`src/rtl/nand_seq_pkg.sv`:
```
package nand_seq_pkg;

  typedef enum logic [1:0] {
    OP_CMD   = 2'd0,
    OP_ADDR  = 2'd1,
    OP_WDATA = 2'd2,
    OP_RDATA = 2'd3
  } nand_op_e;

  // Strobes from control to datapath
  typedef struct packed {
    logic takeWrite;  // latch request byte for the IO bus
    logic takeMod;    // latch modify marker
    logic modVal;     // value of the modify marker
    logic driveIo;    // enable IO output drivers
    logic sample;     // capture ioIn this edge
  } dp_ctrl_t;

endpackage

```
`src/rtl/nand_seq_ctrl.sv`:
```
module nand_seq_ctrl
  import nand_seq_pkg::*;
#(
  parameter int WE_LO     = 2,
  parameter int WE_HI     = 2,
  parameter int RE_LO     = 3,
  parameter int RE_HI     = 2,
  parameter int RD_SAMPLE = 2,
  parameter int TIMEOUT   = 4096
) (
  input  logic     clk,
  input  logic     rstN,
  input  logic     reqValid,
  input  nand_op_e reqOp,
  input  logic [7:0] reqData,
  input  logic     reqWait,
  input  logic     reqModify,
  input  logic     rbReady,
  output logic     reqReady,
  output logic     busy,
  output logic     timeoutErr,
  output logic     ceN,
  output logic     cle,
  output logic     ale,
  output logic     weN,
  output logic     reN,
  output dp_ctrl_t ctl
);

  localparam int PH_A   = (WE_LO > WE_HI) ? WE_LO : WE_HI;
  localparam int PH_B   = (RE_LO > RE_HI) ? RE_LO : RE_HI;
  localparam int PH_MAX = (PH_A > PH_B) ? PH_A : PH_B;
  localparam int CNT_W  = $clog2(PH_MAX + 1);
  localparam int TO_W   = $clog2(TIMEOUT + 1);
  localparam logic [CNT_W-1:0] WL_END  = CNT_W'(WE_LO - 1);
  localparam logic [CNT_W-1:0] WH_END  = CNT_W'(WE_HI - 1);
  localparam logic [CNT_W-1:0] RL_END  = CNT_W'(RE_LO - 1);
  localparam logic [CNT_W-1:0] RH_END  = CNT_W'(RE_HI - 1);
  localparam logic [CNT_W-1:0] SMP_END = CNT_W'(RD_SAMPLE - 1);
  localparam logic [TO_W-1:0]  TO_END  = TO_W'(TIMEOUT - 1);

  typedef enum logic [2:0] {
    S_IDLE, S_WLO, S_WHI, S_RLO, S_RHI, S_WTLO, S_WTHI
  } state_e;

  state_e          state;
  logic [CNT_W-1:0] phCnt;
  logic [TO_W-1:0]  toCnt;
  logic [8:0]       remain;
  nand_op_e         opReg;
  logic             waitReg;
  logic             errReg;
  logic             accept;

  assign accept = reqValid && (state == S_IDLE);

  always_ff @(posedge clk) begin
    if (!rstN) begin
      state   <= S_IDLE;
      phCnt   <= '0;
      toCnt   <= '0;
      remain  <= '0;
      opReg   <= OP_CMD;
      waitReg <= 1'b0;
      errReg  <= 1'b0;
    end else begin
      unique case (state)
        S_IDLE: if (accept) begin
          opReg   <= reqOp;
          waitReg <= reqWait;
          errReg  <= 1'b0;
          phCnt   <= '0;
          if (reqOp == OP_RDATA) begin
            remain <= {1'b0, reqData} + 9'd1;
            state  <= S_RLO;
          end else begin
            state  <= S_WLO;
          end
        end
        S_WLO: if (phCnt == WL_END) begin
          phCnt <= '0;
          state <= S_WHI;
        end else phCnt <= phCnt + 1'b1;
        S_WHI: if (phCnt == WH_END) begin
          phCnt <= '0;
          toCnt <= '0;
          state <= (opReg == OP_CMD && waitReg) ? S_WTLO : S_IDLE;
        end else phCnt <= phCnt + 1'b1;
        S_RLO: if (phCnt == RL_END) begin
          phCnt <= '0;
          state <= S_RHI;
        end else phCnt <= phCnt + 1'b1;
        S_RHI: if (phCnt == RH_END) begin
          phCnt <= '0;
          if (remain == 9'd1) state <= S_IDLE;
          else begin
            remain <= remain - 9'd1;
            state  <= S_RLO;
          end
        end else phCnt <= phCnt + 1'b1;
        S_WTLO, S_WTHI: if (toCnt == TO_END) begin
          errReg <= 1'b1;
          state  <= S_IDLE;
        end else begin
          toCnt <= toCnt + 1'b1;
          if (state == S_WTLO && !rbReady) state <= S_WTHI;
          if (state == S_WTHI && rbReady)  state <= S_IDLE;
        end
        default: state <= S_IDLE;
      endcase
    end
  end

  always_comb begin
    reqReady      = (state == S_IDLE);
    busy          = !reqReady;
    timeoutErr    = errReg;
    ceN           = !(state inside {S_WLO, S_WHI, S_RLO, S_RHI});
    cle           = (state inside {S_WLO, S_WHI}) && (opReg == OP_CMD);
    ale           = (state inside {S_WLO, S_WHI}) && (opReg == OP_ADDR);
    weN           = (state != S_WLO);
    reN           = (state != S_RLO);
    ctl.takeWrite = accept && (reqOp != OP_RDATA);
    ctl.takeMod   = accept;
    ctl.modVal    = reqModify;
    ctl.driveIo   = (state inside {S_WLO, S_WHI});
    ctl.sample    = (state == S_RLO) && (phCnt == SMP_END);
  end

endmodule

```
`src/rtl/nand_seq_dp.sv`:
```
module nand_seq_dp
  import nand_seq_pkg::*;
(
  input  logic       clk,
  input  logic       rstN,
  input  dp_ctrl_t   ctl,
  input  logic [7:0] reqData,
  input  logic [7:0] ioIn,
  input  logic       rbN,
  input  logic       protEn,
  output logic [7:0] ioOut,
  output logic       ioOe,
  output logic [7:0] rdData,
  output logic       rdValid,
  output logic       wpN,
  output logic       rbReady
);

  logic [7:0] wrByte;
  logic [7:0] rdReg;
  logic       rdVld;
  logic       modReg;
  logic       rbMeta;
  logic       rbSync;

  always_ff @(posedge clk) begin
    if (!rstN) begin
      wrByte <= '0;
      rdReg  <= '0;
      rdVld  <= 1'b0;
      modReg <= 1'b0;
      rbMeta <= 1'b1;
      rbSync <= 1'b1;
    end else begin
      rbMeta <= rbN;
      rbSync <= rbMeta;
      rdVld  <= ctl.sample;
      if (ctl.sample)    rdReg  <= ioIn;
      if (ctl.takeWrite) wrByte <= reqData;
      if (ctl.takeMod)   modReg <= ctl.modVal;
    end
  end

  assign ioOut   = wrByte;
  assign ioOe    = ctl.driveIo;
  assign rdData  = rdReg;
  assign rdValid = rdVld;
  assign wpN     = !protEn || modReg;
  assign rbReady = rbSync;

endmodule

```
`src/rtl/nand_bus_seq.sv`:
```
module nand_bus_seq
  import nand_seq_pkg::*;
#(
  parameter int WE_LO     = 2,
  parameter int WE_HI     = 2,
  parameter int RE_LO     = 3,
  parameter int RE_HI     = 2,
  parameter int RD_SAMPLE = 2,
  parameter int TIMEOUT   = 4096
) (
  input  logic       clk,
  input  logic       rstN,
  input  logic       reqValid,
  output logic       reqReady,
  input  logic [1:0] reqOp,
  input  logic [7:0] reqData,
  input  logic       reqWait,
  input  logic       reqModify,
  output logic       busy,
  output logic       rdValid,
  output logic [7:0] rdData,
  output logic       timeoutErr,
  input  logic       protEn,
  output logic       ceN,
  output logic       cle,
  output logic       ale,
  output logic       weN,
  output logic       reN,
  output logic       wpN,
  output logic [7:0] ioOut,
  input  logic [7:0] ioIn,
  output logic       ioOe,
  input  logic       rbN
);

  dp_ctrl_t ctl;
  logic     rbReady;
  nand_op_e opIn;

  assign opIn = nand_op_e'(reqOp);

  nand_seq_ctrl #(
    .WE_LO(WE_LO), .WE_HI(WE_HI), .RE_LO(RE_LO), .RE_HI(RE_HI),
    .RD_SAMPLE(RD_SAMPLE), .TIMEOUT(TIMEOUT)
  ) u_ctrl (
    .clk(clk), .rstN(rstN), .reqValid(reqValid), .reqOp(opIn),
    .reqData(reqData), .reqWait(reqWait), .reqModify(reqModify),
    .rbReady(rbReady), .reqReady(reqReady), .busy(busy),
    .timeoutErr(timeoutErr), .ceN(ceN), .cle(cle), .ale(ale),
    .weN(weN), .reN(reN), .ctl(ctl)
  );

  nand_seq_dp u_dp (
    .clk(clk), .rstN(rstN), .ctl(ctl), .reqData(reqData), .ioIn(ioIn),
    .rbN(rbN), .protEn(protEn), .ioOut(ioOut), .ioOe(ioOe),
    .rdData(rdData), .rdValid(rdValid), .wpN(wpN), .rbReady(rbReady)
  );

endmodule

```
`config.mk`:
```
export PLATFORM = sky130hd
export DESIGN_NAME = nand_bus_seq
export DESIGN_NICKNAME = d
export VERILOG_FILES = /design/src/rtl/nand_seq_pkg.sv /design/src/rtl/nand_seq_ctrl.sv /design/src/rtl/nand_seq_dp.sv /design/src/rtl/nand_bus_seq.sv
export SDC_FILE = /design/constraint.sdc
export NUM_CORES = 1
export LEC_CHECK = 0
export BUFFER_PORTS_ARGS = -buffer_cell sky130_fd_sc_hd__buf_2
export CAP_MARGIN = 20
export CORE_AREA = 2 2 109 90
export DETAILED_ROUTE_END_ITERATION = 10
export DIE_AREA = 0 0 111 92
export HOLD_SLACK_MARGIN = 0.08
export MAX_ROUTING_LAYER = met4
export SYNTH_ARGS = -nofsm -noshare
export SYNTH_HDL_FRONTEND = slang
export SYNTH_SLANG_ARGS = --single-unit
```
`constraint.sdc`:
```
create_clock -name clk -period 4.2 [get_ports clk]
set_input_delay 0.84 -clock clk [delete_from_list [all_inputs] [get_ports clk]]
set_output_delay 0.84 -clock clk [all_outputs]
set_load 0.01 [all_outputs]
```
Yosys cells after proc, flatten, opt, wreduce, memory -nomap -nowiden
Cells that the tools add are included.
Cells by class
  add/subtract/negate cells: 4
  equality and inequality tests: 25
  mux-type cells: 27
  reductions and logical operators: 29
Operator list (number)
  $mux W9: 4
  $mux W3: 9
  $mux W13: 2
  $pmux W13 S2: 1
  $pmux W3 S6: 1
  $pmux W9 S2: 1
  $ne A2 B1 Y1 const B: 7
  $add A13 B1 Y13 const B: 1
  $eq A13 B12 Y1 const B: 1
  $mux W2: 5
  $add A8 B1 Y9 const B: 1
  $eq A3 B3 Y1 const B: 3
  $eq A9 B1 Y1 const B: 1
  $sub A9 B1 Y9 const B: 1
  $logic_and A1 B1 Y1: 8
  $reduce_bool A2 Y1: 4
  $eq A3 B2 Y1 const B: 2
  $ne A2 B2 Y1 const B: 3
  $pmux W2 S3: 1
  $reduce_and A3 Y1: 2
  $reduce_and A6 Y1: 1
  $reduce_and A5 Y1: 1
  $eq A2 B1 Y1 const B: 2
  $eq A2 B2 Y1 const B: 2
  other kinds (16): 21
Storage, ports and cells
  register bits after elaboration: 51
  bits of input ports: 25
  output and inout port bits: 27
  word-level logic and storage cells: 98

Logic depth before layout (Yosys ltp)
Gate-level depths: netlist of the first run.
  word-level depth: 6
  mapped depth: 10
  depth with buffers taken out: 7

Cells and area by module
From an unflattened synthesis of the first run, not the netlist that was laid out.
Unflattened totals
  cells, all modules: 338
  area, all modules: 2869.0 µm²
By module, submodules not included
  nand_seq_ctrl: instances 1, cells an instance 275, area an instance 2127.0 µm², sequential area each 620.6 µm²
  nand_seq_dp: instances 1, cells an instance 63, area an instance 742.0 µm², sequential area each 400.4 µm²

Worst setup path before layout of the first run
Ideal clock, no wire load.
  path type: reg-to-output
  start: register u_ctrl.state[1]
  end: output ale
  arrival: 1.243 ns
  path slack: 2.117 ns
  stages on the path, launching flop included: 5
  path buffers: 1
  cells stage by stage: dfxtp_1 buf_2 xor2_1 nand2_1 nor3b_1
Between the ends
  word-level cells in the longest chain between the ends: 3
Ends and longest elaborated chain
  from (decl): line nand_seq_ctrl.sv:46  | state_e state;
  from (signal assigned): line nand_seq_ctrl.sv:87  | state <= (opReg == OP_CMD && waitReg) ? S_WTLO : S_IDLE;
  $eq A3 B1 Y1 / $eq A3 B2 Y1 (equally long branches): line nand_seq_ctrl.sv:120  | ale = (state inside {S_WLO, S_WHI}) && (opReg == OP_ADDR);
  $reduce_bool A2 Y1 (*): line nand_seq_ctrl.sv:120
  $logic_and A1 B1 Y1 (*): line nand_seq_ctrl.sv:120
  to (decl): line nand_bus_seq.sv:26  | output logic ale,
Every way passes the cells marked *; elsewhere a longest branch is shown, timed or not.

Worst setup path in the final report of the first run
  start: register u_ctrl.state[0]
  end: output ale
The elaborated chain is that of the path after synthesis.

==> results of run 1 <==
## worst register-to-register path, stage by stage, from the launching register on
cell     delay, ns
dfxtp_1       0.79
inv_1         0.28
nand3_2       0.17
inv_2         0.05
and2_1        0.32
o21ai_0       0.56
o21ai_0       0.20
a21oi_1       0.19
## area by class of cell
type	count	area, µm²	area share (%)
clock inverters	3	43.79	1.345
repair buffers	52	262.8	8.068
multi-input cells	262	1595	48.98
flip-flops and latches	51	1021	31.35
well taps	119	148.9	4.572
clock buffers	5	125.1	3.842
inverters	16	60.06	1.844
## layout by cell type, fill, tap and decap left out, drive strengths merged, types with 4 or more instances in the layout
cell / count
or3: 5
nor3b: 4
a211oi: 5
ha: 4
inv: 16
a211o: 5
dfxtp: 51
a21oi: 31
xnor2: 8
buf: 52
nand2: 39
nor3: 17
nand3: 26
clkbuf: 5
nand2b: 5
nor2: 30
xor2: 4
mux2i: 10
o21ai: 13
o21a: 6
nand4: 5
## cells by family after synthesis
| group | Yosys count | synth area share (%) |
|---|---|---|
| simple gates | 151 | 27.87 |
| compound gates | 85 | 20.59 |
| flops | 51 | 36.92 |
| buf+inv | 35 | 5.384 |
| xor+xnor | 12 | 3.801 |
| mux | 10 | 3.620 |
| fa+ha+maj | 4 | 1.810 |
## power by group
part           switching [mW]  total (mW)  internal, mW
Combinational           0.250       0.408         0.159
Clock                   0.182       0.464         0.281
Sequential             0.0683       0.587         0.519
## path summary, 6_finish.rpt
| kind | startpoint | to | slack [ns] | cells after the start |
|---|---|---|---|---|
| worst max-delay path | u_ctrl.state[0] | ale | 1.41 | 4 |
| worst min-delay path | u_dp.rbMeta | u_dp.rbReady | 0.43 | 1 |
| worst max register to register | u_ctrl.state[1] | u_ctrl.remain[2] | 1.57 | 7 |
| worst min register to register | u_dp.rbMeta | u_dp.rbReady | 0.43 | 1 |
## layer usage
layer  up-vias  part of all wire (%)  track usage [%]
met5         -                     0                -
met1      1205                    53            20.48
li1       1330                     -                -
met4         0                   2.1            5.313
met2        88                    40            19.68
met3        12                   5.1            1.983
## state kept, by name, indices dropped and copies added, names as in the netlist, 2 cells and up
register,count
u_ctrl.phCnt,2
u_ctrl.remain,9
u_dp.rdData,8
u_ctrl.toCnt,13
u_ctrl.state,3
u_dp.ioOut,8
u_ctrl.opReg,2
==> run metrics, run 1 <==
post-route DRC violation count=0; Crit Path Class=reg -> out; die height=92 µm; clk_lat worst skew=0.29 ns; clk_skew=0.007892 ns; RSZ-0062 raised after global routing=false; WL/cell=13.85 µm; Setup crit end kind=output port; Max Freq=358.7 MHz; Post-CTS Setup Inserts=0; Worst Hold Class=reg -> reg; IO Pins=52; CP max stage delay=0.82 ns; chip width=111 µm; Reg clk slew, reported paths=0.07 ns; nets@finish=417; Post-Synthesis Cells=348; Area contributors post-synth=dfxtp_1, a21oi_1, nand2_1; setup TNS=0 ns; global placement routability congestion=0.8767; Final Max Tran Viols=0; Leak Pwr=1.229 nW; status=complete, no violations; initial antenna violation count=0; placed insts=500; synth cell count leaders=dfxtp_1, nand2_1, a21oi_1; share of post-route cells with drive strength above 1=18.51%; initial DRC count=153; Rows=32; core area=0.009249 mm²; fraction of registers with async set/reset=0%; warnings from Yosys=0; CTS buffer count=5; H-tree levels=2; Power Total=1.459 mW; Syn Std Cell Area=0.002765 mm²; Crit path max-delay family=flip-flops; area grow syn2layout=17.78%; Hold Vio Cnt, Final=0; n_diodes=0; Post-synth EDFFs=0; dpl cell area=0.003088 mm²; number of global-route vias before repair=2356; DRT Pass-1 Iters=4; TritonCTS clock tree=built; sequential element share of the synthesized area=36.92%; Layout fillers=940; Final ANT Viol Nets=0; vias per cell=5.187; Final Core Density=35.21%; largest net degree at the start of global routing=32; top cell type's share of synthesized area=36.92%; max_slew headroom=33.13%; Buf+Inv Stages, Crit Path=1; unique cell type count in the Yosys netlist=60; total routed wirelength=7037 µm; Initial Util=29.90%; final worst slack=1.412 ns; peak supply drop=244.5 µV; global route overflow=0; Worst Path Arrival=1.95 ns; HPWL after DPL=5060 µm; Seq cells post-synth=51; CTS resizes=0; number of hold buffers added after cts=0; CP Data Required Time=3.36 ns; CTS Buffer Depth=2; post-route minimum period=2.788 ns; Main synth FF type=dfxtp_1; syn avg cell area=7.946 µm²; final instance area=0.003257 mm²; top-count cell post-synth=dfxtp_1; area leader, netlist=dfxtp_1; pre-CTS worst setup slack=1.615 ns; MaxCap Viol Count=0; IO Port Bufs=51; Syn Nets=377; die area=0.01021 mm²; routed via count=2635; worst-path cell chain=xor2_1 > nand2_1 > nor3b_1 > buf_2; Worst setup SP type=flip-flop; worst hold slack=0.4315 ns; Tcrit/Tclk final=66.39%; Crit Path Max Fanout=24; final setup violation count=0; Power Density=448.0 mW/mm²; Clock Sinks=51; CP max stage cell=dfxtp_1; Slew @ Worst Pin=1.002 ns; Finished Layout Cells=508; Global Route Usage Sum=14.08%; global-route wire length before repair=11520 µm; clock root cell=clkbuf_16
(Power assumes the default switching activity.)
==> run 2: changes to the inputs <==
ABC_AREA = 1   (was default)
CORE_AREA = 2 2 111 92   (was 2 2 109 90)
DIE_AREA = 0 0 113 94   (was 0 0 111 92)
clock period = 2.5 ns   (was 4.2 ns; I/O delays follow)
==> run metrics, run 2 <==
final instance area=0.003378 mm² (+3.7%); die height=94 µm (+2.2%); Area contributors post-synth=dfxtp_1, nand2_1, nor2_1; Seq cells post-synth=51 (unchanged); Worst setup SP type=flip-flop; Finished Layout Cells=611 (+20%); failing checks=design-rule violations; Worst Hold Class=in -> reg; Slew @ Worst Pin=0.5802 ns (-0.4217 ns); worst hold slack=0.4010 ns (-0.03046 ns); Leak Pwr=1.493 nW (+22%); CTS resizes=0 (unchanged); chip width=113 µm (+1.8%); Crit Path Class=reg -> out; pre-CTS worst setup slack=0.5796 ns (-1.035 ns); Rows=32 (unchanged); area grow syn2layout=17.29%; initial DRC count=228 (+49%); Regs by FF count=u_ctrl.toCnt (13), u_ctrl.remain (9); Hold Vio Cnt, Final=0 (unchanged); vias per cell=4.663 (-10%); unique cell type count in the Yosys netlist=34 (-43%); number of hold buffers added after cts=0 (unchanged); Final Max Tran Viols=0 (unchanged); initial antenna violation count=0 (unchanged); Post-CTS Setup Inserts=0 (unchanged); Power Density=790.2 mW/mm² (+76%); post-route minimum period=2.226 ns; TritonCTS clock tree=built; top-count cell post-synth=nand2_1; IO Port Bufs=51 (unchanged); MaxCap Viol Count=0 (unchanged); area leader, netlist=dfxtp_1; syn avg cell area=6.561 µm² (-17%); Main synth FF type=dfxtp_1; core area=0.009449 mm² (+2.2%); Setup crit end kind=output port; Global Route Usage Sum=14.95% (+0.88 points); clock root cell=clkbuf_16; HPWL after DPL=5482 µm (+8.3%); most frequent cells in the layout=nand2_1, nor2_1, buf_2, dfxtp_1, inv_1; synth cell count leaders=nand2_1, nor2_1, dfxtp_1; Power Total=2.670 mW (+83%); Initial Util=30.48% (+0.58 points); global placement routability congestion=0.8585 (-2.1%); Syn Std Cell Area=0.002880 mm² (+4.2%); placed insts=603 (+21%); top cell type's share of synthesized area=35.45% (-1.5 points); clk_skew=0.005537 ns (-0.002354 ns); global-route wire length before repair=12630 µm (+9.6%); CP max stage cell=dfxtp_1; Max Freq=449.3 MHz; CP Data Required Time=2.00 ns (-1.36 ns); commonest non-fill, non-tap cell in the layout=nand2_1; die area=0.01062 mm² (+4.0%); n_diodes=0 (unchanged); CP max stage delay=0.58 ns (-0.24 ns); worst-path cell chain=nor2_2 > inv_1 > nand2_1 > inv_1 > nand2_1 > nor2_1 > buf_2; Worst Path Arrival=1.73 ns (-0.22 ns); Clock Sinks=51 (unchanged); WL/cell=12.07 µm (-13%); Post-synth EDFFs=0 (unchanged); RSZ-0062 raised after global routing=false; Tcrit/Tclk final=89.03%; routed via count=2849 (+8.1%); CTS Buffer Depth=2 (unchanged); Largest register FFs=13 (unchanged); share of post-route cells with drive strength above 1=21.75% (+3.2 points); nets@finish=520 (+25%); Post-Synthesis Cells=439 (+26%); max_slew headroom=61.21% (+28 points); warnings from Yosys=0 (unchanged); peak supply drop=299.9 µV (+23%); CTS buffer count=5 (unchanged); setup TNS=0 ns (unchanged); number of global-route vias before repair=2618 (+11%); sequential element share of the synthesized area=35.45% (-1.5 points); final worst slack=0.2743 ns (-1.137 ns); status=finished with violations; DRT Pass-1 Iters=7 (+3); fraction of registers with async set/reset=0% (unchanged); post-route DRC violation count=4 (+4); Reg clk slew, reported paths=0.07 ns (about the same); Crit Path Max Fanout=8 (-67%); largest net degree at the start of global routing=24 (-25%); largest register by flop count=u_ctrl.toCnt; Final Core Density=35.75% (+0.54 points); total routed wirelength=7375 µm (+4.8%); global route overflow=0 (unchanged); H-tree levels=2 (unchanged); clk_lat worst skew=0.29 ns (about the same); Final ANT Viol Nets=0 (unchanged); dpl cell area=0.003241 mm² (+4.9%); Syn Nets=468 (+24%); final setup violation count=0 (unchanged); IO Pins=52 (unchanged)
[run 2: cell types whose count changed after synthesis, moves of 10 or more]
| cell | change |
|---|---|
| inv_1 | +25 |
| mux2i_1 | -10 |
| nand2_1 | +63 |
| nand2_2 | +12 |
| nor2_1 | +43 |
| nor3_1 | -13 |
| o21ai_0 | +15 |
[run 2: logic make-up (layout without fill, tap and decap cells)]
| kind of cell | after synthesis | count (layout) | share of synthesized area [%] |
|---|---|---|---|
| and+or+nand+nor | 248 | 248 | 38.58 |
| AOI/OAI and AO/OA | 73 | 73 | 13.90 |
| xor gates and xnor gates | 4 | 4 | 1.217 |
| buffers and inverters | 59 | 112 | 9.122 |
| DFF | 51 | 51 | 35.45 |
| adders and majority gates | 4 | 4 | 1.738 |
[run 2: report_power, final]
group / internal, mW / leakage [nW] / switching [mW]
clock: 0.371 / 0.0679 / 0.297
sequential: 0.918 / 0.415 / 0.0793
combinational: 0.326 / 1.01 / 0.677
[run 2: area by class of cell]
type                       count  area, µm²
inverter                      48      181.4
multi-input combinational    329       1597
timing repair buffer          56      292.8
clock buffer                   7      132.6
fill                        1009       6071
tap                          119      148.9
sequential                    51       1021
clock inverter                 1      5.005
[run 2: worst paths after layout]
kind / startpoint / endpoint / slack (ns) / cells past startpoint
setup reg to reg: u_ctrl.toCnt[0] / u_ctrl.toCnt[1] / 0.68 / 12
setup / recovery: u_ctrl.state[2] / ceN / 0.27 / 7
hold reg to reg: u_dp.rbMeta / u_dp.rbReady / 0.41 / 1
hold / removal: rbN / u_dp.rbMeta / 0.40 / 2
[run 2: metal layers]
| layer | GRT usage [%] | routed length, µm |
|---|---|---|
| met5 | - | 0 |
| met4 | 3.049 | 57 |
| met3 | 2.516 | 444 |
| met2 | 21.01 | 2841 |
| met1 | 22.37 | 4031 |
[run 2: critical path: cells and delay by family (launching register included)]
kind | cells | cell delay (ns)
DFF | 1 | 0.58
buffers and inverters | 3 | 0.41
and+or+nand+nor | 4 | 0.46
==> run 3: changes to the inputs <==
ABC_AREA = default   (was 1)
CORE_AREA = 2 2 109 90   (was 2 2 111 92)
DIE_AREA = 0 0 111 92   (was 0 0 113 94)
==> run metrics, run 3 (synthesis gave the netlist of run 1 again) <==
CTS resizes=0 (unchanged); Largest register FFs=13 (unchanged); status=complete, no violations; Pint=1.540 mW (-4.7%); TritonCTS clock tree=built; HPWL after DPL=5118 µm (-6.6%); worst hold slack=0.4096 ns (+0.008616 ns); largest net degree at the start of global routing=23 (-4.2%); CP Data Required Time=2.00 ns (about the same); total routed wirelength=6947 µm (-5.8%); Global Route Usage Sum=14.24% (-0.71 points); Power Total=2.393 mW (-10%); routed via count=2606 (-8.5%); GRT met1 Usage=20.93% (-1.4 points); MaxCap Viol Count=0 (unchanged); vias per cell=5.050 (+8.3%); Final Core Density=35.63% (-0.12 points); Layout fillers=972 (-3.7%); die height=92 µm (-2.1%); post-route minimum period=2.289 ns (+0.06355 ns); die area=0.01021 mm² (-3.9%); Post-CTS Setup Inserts=0 (unchanged); global placement routability congestion=0.8675 (+1.0%); Crit Path Class=reg -> out; setup TNS=0 ns (unchanged); placed insts=508 (-16%); Slew @ Worst Pin=0.7946 ns (+0.2144 ns); H-tree levels=2 (unchanged); number of hold buffers added after cts=0 (unchanged); n_diodes=0 (unchanged); IO Pins=52 (unchanged); Max Freq=436.8 MHz (-2.8%); clock power share=29.2% (+4.2 points); Clock Sinks=51 (unchanged); most frequent cells in the layout=buf_2, dfxtp_1, nand2_1; area grow syn2layout=19.19%; Rows=32 (unchanged); Hold Vio Cnt, Final=0 (unchanged); number of global-route vias before repair=2377 (-9.2%); Final Max Tran Viols=0 (unchanged); Power Density=726.1 mW/mm² (-8.1%); Worst setup SP type=flip-flop; initial DRC count=113 (-50%); chip width=111 µm (-1.8%); DRT Pass-1 Iters=4 (-3); Worst Hold Class=in -> reg; clock root cell=clkbuf_16; global-route wire length before repair=11610 µm (-8.0%); Worst Path Arrival=1.79 ns (+0.06 ns); initial antenna violation count=0 (unchanged); met2 usage=19.68% (-1.3 points); max_slew headroom=46.97% (-14 points); clk_skew=0.01015 ns (+0.004613 ns); Leak Pwr=1.258 nW (-16%); share of power burned in registers=40.0% (+2.6 points); global route hottest layer=met1; clk_lat worst skew=0.29 ns (about the same); global route overflow=0 (unchanged); Final ANT Viol Nets=0 (unchanged); Initial Util=29.90% (-0.58 points); GR Util met3=2.644% (+0.13 points); core area=0.009249 mm² (-2.1%); Tcrit/Tclk final=91.57% (+2.5 points); IO Port Bufs=51 (unchanged); Regs by FF count=u_ctrl.toCnt (13), u_ctrl.remain (9); CTS buffer count=5 (unchanged); WL/cell=13.46 µm (+12%); post-route DRC violation count=0 (-4); Finished Layout Cells=516 (-16%); Comb power frac=30.9% (-6.7 points); Net Sw Power=0.8526 mW (-19%); Setup crit end kind=output port; Crit Path Max Fanout=15 (+7); share of post-route cells with drive strength above 1=20.15% (-1.6 points); peak supply drop=298.0 µV (-0.64%); CTS Buffer Depth=2 (unchanged); Reg clk slew, reported paths=0.06 ns (about the same); final setup violation count=0 (unchanged); Sw Ratio=35.63% (-3.9 points); nets@finish=425 (-18%); largest register by flop count=u_ctrl.toCnt; RSZ-0062 raised after global routing=false
==> run 3: final cells by class <==
| class | count | area (µm²) | share of cell area, % |
|---|---|---|---|
| repair buffers | 60 | 322.8 | 9.795 |
| flip-flops and latches | 51 | 1021 | 30.98 |
| clock buffers | 5 | 125.1 | 3.797 |
| well taps | 119 | 148.9 | 4.518 |
| clock inverters | 3 | 22.52 | 0.6834 |
| multi-input cells | 262 | 1595 | 48.41 |
| inverters | 16 | 60.06 | 1.822 |
==> run 3: path summary, 6_finish.rpt <==
path / startpoint / slack [ns] / cells after the start / to
worst max-delay path: u_ctrl.state[0] / 0.21 / 4 / ale
worst min-delay path: rbN / 0.41 / 2 / u_dp.rbMeta
worst max register to register: u_ctrl.state[0] / 0.40 / 7 / u_ctrl.remain[2]
worst min register to register: u_dp.rbMeta / 0.42 / 1 / u_dp.rbReady
==> run 3: routing by layer <==
| layer | up-vias | wire length (µm) |
|---|---|---|
| met5 | - | 0 |
| met4 | 0 | 104 |
| met3 | 8 | 340 |
| met2 | 74 | 2786 |
| met1 | 1181 | 3715 |
| li1 | 1343 | - |
==> run 3: worst max-delay path, stage by stage (launching register included) <==
cell	delay, ns
dfxtp_1	0.62
xor2_1	0.34
nand2_1	0.15
nor3b_1	0.22
buf_2	0.17
==> run 3: power groups by stage <==
| stage | registers (mW) | clock network, mW | logic [mW] |
|---|---|---|---|
| 6_report | 0.956 | 0.698 | 0.739 |
| 5_1_grt | 0.970 | 0.753 | 0.825 |
| 3_3_place_gp | 0.973 | 0 | 0.737 |
| 3_5_place_dp | 0.974 | 0 | 0.737 |
| 4_1_cts | 0.956 | 0.716 | 0.741 |
| 2_1_floorplan | 0.930 | 0 | 0.545 |
==> run 3: metrics by stage <==
| step | instance area (µm²) | setup slack, ns |
|---|---|---|
| floorplan | 2765 | 0.7243 |
| global placement | 3148 | 0.4919 |
| detailed placement | 3148 | 0.4551 |
| CTS | 3296 | 0.2174 |
| global route | 3296 | 0.04739 |
| finish | 3296 | 0.2108 |
